===== src/rtl/sd_cmd_pkg.sv =====
package sd_cmd_pkg;
  typedef enum logic [2:0] {
    ST_IDLE, ST_TX, ST_WAIT, ST_RX, ST_CHK
  } eng_state_t;

  typedef enum logic [1:0] {
    RSP_NONE       = 2'd0,
    RSP_LONG       = 2'd1,
    RSP_SHORT      = 2'd2,
    RSP_SHORT_BUSY = 2'd3
  } rsp_kind_t;

  localparam int          CRC_W    = 7;
  localparam logic [6:0]  CRC_POLY = 7'h09;
endpackage


===== src/rtl/sd_crc7.sv =====
module sd_crc7 #(
  parameter int             W    = 7,
  parameter logic [W-1:0]   POLY = 7'h09
) (
  input  logic         clk,
  input  logic         rst,
  input  logic         clr,
  input  logic         en,
  input  logic         din,
  output logic [W-1:0] crc
);
  logic fb;
  assign fb = din ^ crc[W-1];

  always_ff @(posedge clk) begin
    if (rst || clr) crc <= '0;
    else if (en)    crc <= {crc[W-2:0], 1'b0} ^ (fb ? POLY : '0);
  end
endmodule


===== src/rtl/sd_cmd_tx.sv =====
module sd_cmd_tx import sd_cmd_pkg::*; #(
  parameter int IDX_W = 6,
  parameter int ARG_W = 32,
  parameter int HDR_W = 2 + IDX_W + ARG_W,
  parameter int PKT_W = HDR_W + CRC_W + 1,
  parameter int CNT_W = $clog2(PKT_W + 1)
) (
  input  logic             clk,
  input  logic             rst,
  input  logic             load,
  input  logic [IDX_W-1:0] idx,
  input  logic [ARG_W-1:0] arg,
  input  logic             step,
  output logic             bit_o,
  output logic             done
);
  logic [HDR_W-1:0] sr;
  logic [CNT_W-1:0] cnt;
  logic [CRC_W-1:0] crc;
  logic [CNT_W-1:0] off;
  logic [2:0]       crc_pos;

  assign done    = (cnt == CNT_W'(PKT_W));
  assign off     = cnt - CNT_W'(HDR_W);
  assign crc_pos = 3'(CRC_W - 1) - off[2:0];

  always_ff @(posedge clk) begin
    if (rst) begin
      sr  <= '0;
      cnt <= CNT_W'(PKT_W);
    end else if (load) begin
      sr  <= {2'b01, idx, arg};
      cnt <= '0;
    end else if (step && !done) begin
      sr  <= {sr[HDR_W-2:0], 1'b0};
      cnt <= cnt + 1'b1;
    end
  end

  sd_crc7 #(.W(CRC_W), .POLY(CRC_POLY)) u_crc (
    .clk (clk),
    .rst (rst),
    .clr (load),
    .en  (step && (cnt < CNT_W'(HDR_W))),
    .din (sr[HDR_W-1]),
    .crc (crc)
  );

  always_comb begin
    if (cnt < CNT_W'(HDR_W))              bit_o = sr[HDR_W-1];
    else if (cnt < CNT_W'(HDR_W + CRC_W)) bit_o = crc[crc_pos];
    else                                  bit_o = 1'b1;
  end
endmodule


===== src/rtl/sd_cmd_rx.sv =====
module sd_cmd_rx import sd_cmd_pkg::*; #(
  parameter int LONG_W = 136,
  parameter int HDR_W  = 40,
  parameter int CNT_W  = $clog2(LONG_W + 1)
) (
  input  logic              clk,
  input  logic              rst,
  input  logic              clr,
  input  logic              en,
  input  logic              din,
  output logic [LONG_W-1:0] sh,
  output logic [CNT_W-1:0]  cnt,
  output logic [CRC_W-1:0]  crc
);
  always_ff @(posedge clk) begin
    if (rst || clr) begin
      sh  <= '0;
      cnt <= '0;
    end else if (en) begin
      sh  <= {sh[LONG_W-2:0], din};
      cnt <= cnt + 1'b1;
    end
  end

  sd_crc7 #(.W(CRC_W), .POLY(CRC_POLY)) u_crc (
    .clk (clk),
    .rst (rst),
    .clr (clr),
    .en  (en && (cnt < CNT_W'(HDR_W))),
    .din (din),
    .crc (crc)
  );
endmodule


===== src/rtl/sd_cmd_engine.sv =====
module sd_cmd_engine import sd_cmd_pkg::*; #(
  parameter int IDX_W     = 6,
  parameter int ARG_W     = 32,
  parameter int SHORT_W   = 48,
  parameter int LONG_W    = 136,
  parameter int RESP_W    = 128,
  parameter int RESP_WAIT = 64
) (
  input  logic              clk,
  input  logic              rst,
  input  logic              sd_rise_en,
  input  logic              sd_fall_en,
  input  logic              cmd_start,
  input  logic [IDX_W-1:0]  cmd_index,
  input  logic [ARG_W-1:0]  cmd_arg,
  input  logic [1:0]        resp_kind,
  input  logic              cmd_in,
  output logic              cmd_out,
  output logic              cmd_oe,
  output logic              busy,
  output logic              cmd_end,
  output logic              resp_end,
  output logic              err_timeout,
  output logic              err_crc,
  output logic              err_index,
  output logic              err_endbit,
  output logic [RESP_W-1:0] resp_data
);
  localparam int HDR_W     = 2 + IDX_W + ARG_W;
  localparam int WAIT_W    = $clog2(RESP_WAIT + 1);
  localparam int RX_CNT_W  = $clog2(LONG_W + 1);
  localparam int LONG_TOP  = LONG_W - 3 - IDX_W;
  localparam int SHORT_TOP = SHORT_W - 3 - IDX_W;

  eng_state_t          state;
  rsp_kind_t           kind_q;
  logic [IDX_W-1:0]    idx_q;
  logic [WAIT_W-1:0]   wait_cnt;
  logic                tx_bit, tx_done, tx_step, tx_load;
  logic                rx_en;
  logic [LONG_W-1:0]   rx_sh;
  logic [RX_CNT_W-1:0] rx_cnt, rx_len;
  logic [CRC_W-1:0]    rx_crc;

  assign busy    = (state != ST_IDLE);
  assign tx_load = (state == ST_IDLE) && cmd_start;
  assign tx_step = (state == ST_TX) && sd_fall_en && !tx_done;
  assign rx_en   = sd_rise_en &&
                   (((state == ST_WAIT) && !cmd_in) || (state == ST_RX));
  assign rx_len  = (kind_q == RSP_LONG) ? RX_CNT_W'(LONG_W) : RX_CNT_W'(SHORT_W);

  sd_cmd_tx #(.IDX_W(IDX_W), .ARG_W(ARG_W)) u_tx (
    .clk   (clk),
    .rst   (rst),
    .load  (tx_load),
    .idx   (cmd_index),
    .arg   (cmd_arg),
    .step  (tx_step),
    .bit_o (tx_bit),
    .done  (tx_done)
  );

  sd_cmd_rx #(.LONG_W(LONG_W), .HDR_W(HDR_W), .CNT_W(RX_CNT_W)) u_rx (
    .clk (clk),
    .rst (rst),
    .clr (tx_load),
    .en  (rx_en),
    .din (cmd_in),
    .sh  (rx_sh),
    .cnt (rx_cnt),
    .crc (rx_crc)
  );

  always_ff @(posedge clk) begin
    if (rst) begin
      state       <= ST_IDLE;
      kind_q      <= RSP_NONE;
      idx_q       <= '0;
      wait_cnt    <= '0;
      cmd_out     <= 1'b1;
      cmd_oe      <= 1'b0;
      cmd_end     <= 1'b0;
      resp_end    <= 1'b0;
      err_timeout <= 1'b0;
      err_crc     <= 1'b0;
      err_index   <= 1'b0;
      err_endbit  <= 1'b0;
      resp_data   <= '0;
    end else begin
      cmd_end     <= 1'b0;
      resp_end    <= 1'b0;
      err_timeout <= 1'b0;
      err_crc     <= 1'b0;
      err_index   <= 1'b0;
      err_endbit  <= 1'b0;
      case (state)
        ST_IDLE: if (cmd_start) begin
          idx_q  <= cmd_index;
          kind_q <= rsp_kind_t'(resp_kind);
          state  <= ST_TX;
        end
        ST_TX: if (sd_fall_en) begin
          if (!tx_done) begin
            cmd_oe  <= 1'b1;
            cmd_out <= tx_bit;
          end else begin
            cmd_oe   <= 1'b0;
            cmd_out  <= 1'b1;
            cmd_end  <= 1'b1;
            wait_cnt <= '0;
            state    <= (kind_q == RSP_NONE) ? ST_IDLE : ST_WAIT;
          end
        end
        ST_WAIT: if (sd_rise_en) begin
          if (!cmd_in) state <= ST_RX;
          else if (wait_cnt == WAIT_W'(RESP_WAIT - 1)) begin
            err_timeout <= 1'b1;
            state       <= ST_IDLE;
          end else wait_cnt <= wait_cnt + 1'b1;
        end
        ST_RX: if (sd_rise_en && (rx_cnt == rx_len - 1'b1)) state <= ST_CHK;
        ST_CHK: begin
          resp_end   <= 1'b1;
          err_endbit <= !rx_sh[0];
          if (kind_q == RSP_LONG) begin
            resp_data <= RESP_W'(rx_sh[LONG_TOP:CRC_W+1]);
          end else begin
            resp_data <= RESP_W'(rx_sh[SHORT_TOP:CRC_W+1]);
            err_crc   <= (rx_sh[CRC_W:1] != rx_crc);
            err_index <= (rx_sh[SHORT_W-3 -: IDX_W] != idx_q);
          end
          state <= ST_IDLE;
        end
        default: state <= ST_IDLE;
      endcase
    end
  end


  drive_edge_chk: assert property (@(posedge clk) disable iff (rst)
    (!$past(rst) && !$past(sd_fall_en)) |-> ($stable(cmd_out) && $stable(cmd_oe)));


  resp_hold_chk: assert property (@(posedge clk) disable iff (rst)
    (!$past(rst) && !resp_end) |-> $stable(resp_data));


  end_excl_chk: assert property (@(posedge clk) disable iff (rst)
    !(cmd_end && resp_end));


  err_ctx_chk: assert property (@(posedge clk) disable iff (rst)
    (err_crc || err_index || err_endbit) |-> resp_end);


  timeout_excl_chk: assert property (@(posedge clk) disable iff (rst)
    err_timeout |-> (!resp_end && !busy));


  idle_release_chk: assert property (@(posedge clk) disable iff (rst)
    !busy |-> !cmd_oe);


  cmd_end_busy_chk: assert property (@(posedge clk) disable iff (rst)
    (!$past(rst) && cmd_end) |-> $past(busy));
endmodule


===== config.mk =====
export PLATFORM = sky130hd
export DESIGN_NAME = sd_cmd_engine
export DESIGN_NICKNAME = d
export VERILOG_FILES = /design/src/rtl/sd_cmd_pkg.sv /design/src/rtl/sd_crc7.sv /design/src/rtl/sd_cmd_tx.sv /design/src/rtl/sd_cmd_rx.sv /design/src/rtl/sd_cmd_engine.sv
export SDC_FILE = /design/constraint.sdc
export NUM_CORES = 1
export LEC_CHECK = 0
export BUFFER_PORTS_ARGS = -buffer_cell sky130_fd_sc_hd__buf_2
export CAP_MARGIN = 10
export CORE_MARGIN = 8
export CORE_UTILIZATION = 31
export CTS_CLUSTER_SIZE = 40
export DETAILED_ROUTE_END_ITERATION = 7
export GPL_TIMING_DRIVEN = 0
export PLACE_DENSITY_LB_ADDON = 0.15
export SYNTH_ARGS = -nofsm -noshare
export SYNTH_HDL_FRONTEND = slang
export SYNTH_HIERARCHICAL = 1
export SYNTH_SLANG_ARGS = --single-unit
export TNS_END_PERCENT = 1

===== constraint.sdc =====
create_clock -name clk -period 2.3 [get_ports clk]
set_input_delay 0.46 -clock clk [delete_from_list [all_inputs] [get_ports clk]]
set_output_delay 0.46 -clock clk [all_outputs]
set_load 0.01 [all_outputs]

==> run metrics <==
critical path peak fanout 17; Ant. Diodes 0; Worst Tran Pin Value 729 ps; power per cell area 891 nW/um^2; total power 14.2 mW; CP Data Arrival Time 2670 ps; CTS sink count 342; worst hold margin 180 ps; RSZ-0062 raised after global routing yes; routed wire length 31600 um; Max Fclk 456 MHz; final net count 1552; initial DRC count 419; Syn-to-layout area delta 23.2%; worst setup path start state[0]$_SDFFE_PP0P_; Finished Cell Area 16000 um^2; DRT Pass-1 Iters 4; initial antenna violation count 3; GRT Util Overall 0.128; Initial Utilization 0.312; I/O pin count 183; post-route clock period utilization 0.954; number of I/O port buffers 174; number of fillers in the final layout 4237; die height 220 um; Root Buffer clkbuf_16; max_cap viols 0; final hold violation count 0; peak supply drop 483 uV; leakage 6.36 nW; CP dominant cell by count buf_6; clk buf depth 3; dpl cell area 14500 um^2; largest net degree at the start of global routing 18; required time worst endpoint 2770 ps; reg2reg start state[0]$_SDFFE_PP0P_; std cell rows 75; GR Overflow Total 0; Avg Cell Area, Syn 10.1 um^2; H-tree depth 2; Avg Vias per Cell 4.56; global-route wire length before repair 50300 um; share of layout cells above drive strength 1 0.236; DP HPWL 22500 um; r2r endpoint u_rx/u_crc/crc[3]$_SDFFE_PP0P_; vias in the first global route 9341; Inserted Clock Buffers 40; Remaining DRCs 0; Post-Syn Area 13000 um^2; CP Capture Type flip-flop; worst min path class in2reg; CP Class reg2reg; Die Width 220 um; via count 9423; flop-to-flop setup slack 100 ps; gp weighted congestion 0.750; status complete, no violations; Max Clock Skew 10.8 ps; Yosys Warn Count 6; clock network latency to the later pin of the worst-skew pair 540 ps; Final Slew Violations 0; Crit path depth 8; cell count after synthesis 1281; Reg clk slew, reported paths 50 ps; placed instance count 2001; CORE AREA 41600 um^2; ANT nets after route 0; Cell Count, Final, Fillers Out 2068; worst r2r path cells 8; setup bufs post-CTS 0; Tmin final 2200 ps; Max-slew headroom 0.514; Worst setup SP type flip-flop; highest-delay cell along the critical path or4b_1; crit-path max cell delay 450 ps; CP Buf/Inv Count 3; CP Capture Point u_rx/u_crc/crc[3]$_SDFFE_PP0P_; CP top delay family simple AND/OR/NAND/NOR gates; worst-path cell chain buf_2, nor2b_1, nor3_1, buf_6, buf_6, and3_4, or4b_1, nand3_1; TritonCTS clock tree yes; Final setup viols 0; Wirelength per Cell 15.3 um; DIE AREA 48600 um^2
[report_power, final]
group	leakage (nW)	total, mW	switching [mW]	internal [mW]
Sequential	2.77	6.21	0.106	6.10
Combinational	2.92	1.49	0.910	0.584
Clock	0.676	6.51	2.43	4.08
[worst register-to-register path: stages, from the launching register on]
cell and delay, ps:
dfxtp_1 350, buf_2 210, nor2b_1 70, nor3_1 230, buf_6 260, buf_6 210, and3_4 290, or4b_1 450
nand3_1 80
[layout make-up]
cell class	count	area, um^2	area share
plain buffers	99	611	0.0383
clock buffers	60	1220	0.0763
clock inverters	9	145	0.00910
inverters	46	175	0.0110
multi-input cells	799	5410	0.339
flip-flops and latches	342	6850	0.429
well taps	539	674	0.0423
repair buffers	174	871	0.0546
[state kept, by name, summed over array words and instances, names as in the netlist, 2 cells and up]
signal,count
u_rx/sh,128
u_tx/cnt,6
kind_q,2
resp_data,120
u_tx/u_crc/crc,7
u_rx/cnt,8
state,3
idx_q,6
u_tx/sr,40
u_rx/u_crc/crc,7
wait_cnt,7
[routing by layer]
layer,vias up,global-route usage,part of all wire
met5,-,0,0.00095
met4,6,0.0394,0.017
met3,47,0.0358,0.065
met2,174,0.206,0.46
met1,4329,0.166,0.46
li1,4867,-,-
[placed cells by master (no fill, tap or decap), types with 4 or more instances in the layout]
master / n
buf_2: 197
or3_1: 8
buf_4: 19
clkbuf_8: 12
o21ai_0: 13
bufinv_16: 4
a221oi_2: 38
ha_1: 4
clkbuf_2: 9
xor2_1: 18
inv_1: 45
xnor2_1: 7
nor3_1: 8
clkinv_2: 5
clkbuf_1: 34
conb_1: 8
nand3_1: 7
a211oi_1: 4
nand4_1: 9
a22o_1: 88
buf_6: 16
nand2b_1: 4
a21oi_1: 90
mux2i_1: 141
clkbuf_16: 41
nor2_1: 164
dfxtp_1: 341
nor4_1: 4
nand3b_1: 4
nand2_1: 136
[through the flow]
stage	TNS [ps]	setup WS, ps	util
3_3_place_gp	-46490	-618	0.349
6_report	0	105	0.384
2_1_floorplan	0	11.0	-
4_1_cts	-289	-71.1	0.383
3_5_place_dp	-46140	-627	0.349
5_1_grt	-112	-56.8	0.384
[timing repair]
| item | CTS | global route |
|---|---|---|
| endpoints found under the hold margin | 0 | 0 |
| gates resized for setup | 22 | 9 |
| pin swaps | 0 | 1 |
| setup endpoints to repair | 258 | 157 |
| hold buffers | 0 | 0 |
[how the worst min path moves through the flow]
stage	start	to	slack, ps	cells after the start
2_1_floorplan	u_rx/sh[0]$_SDFFE_PP0P_	err_endbit$_SDFF_PP0_	420	1
3_3_place_gp	resp_data[2]$_SDFFE_PP0P_	resp_data[2]$_SDFFE_PP0P_	450	2
3_5_place_dp	resp_data[0]$_SDFFE_PP0P_	resp_data[0]$_SDFFE_PP0P_	450	2
4_1_cts	cmd_arg[25]	u_tx/sr[25]$_SDFFE_PP0P_	140	3
5_1_grt	cmd_arg[12]	u_tx/sr[12]$_SDFFE_PP0P_	160	3
6_report	cmd_index[1]	idx_q[1]$_SDFFE_PP0P_	180	3
No activity file was read; power rests on OpenSTA's default activity.
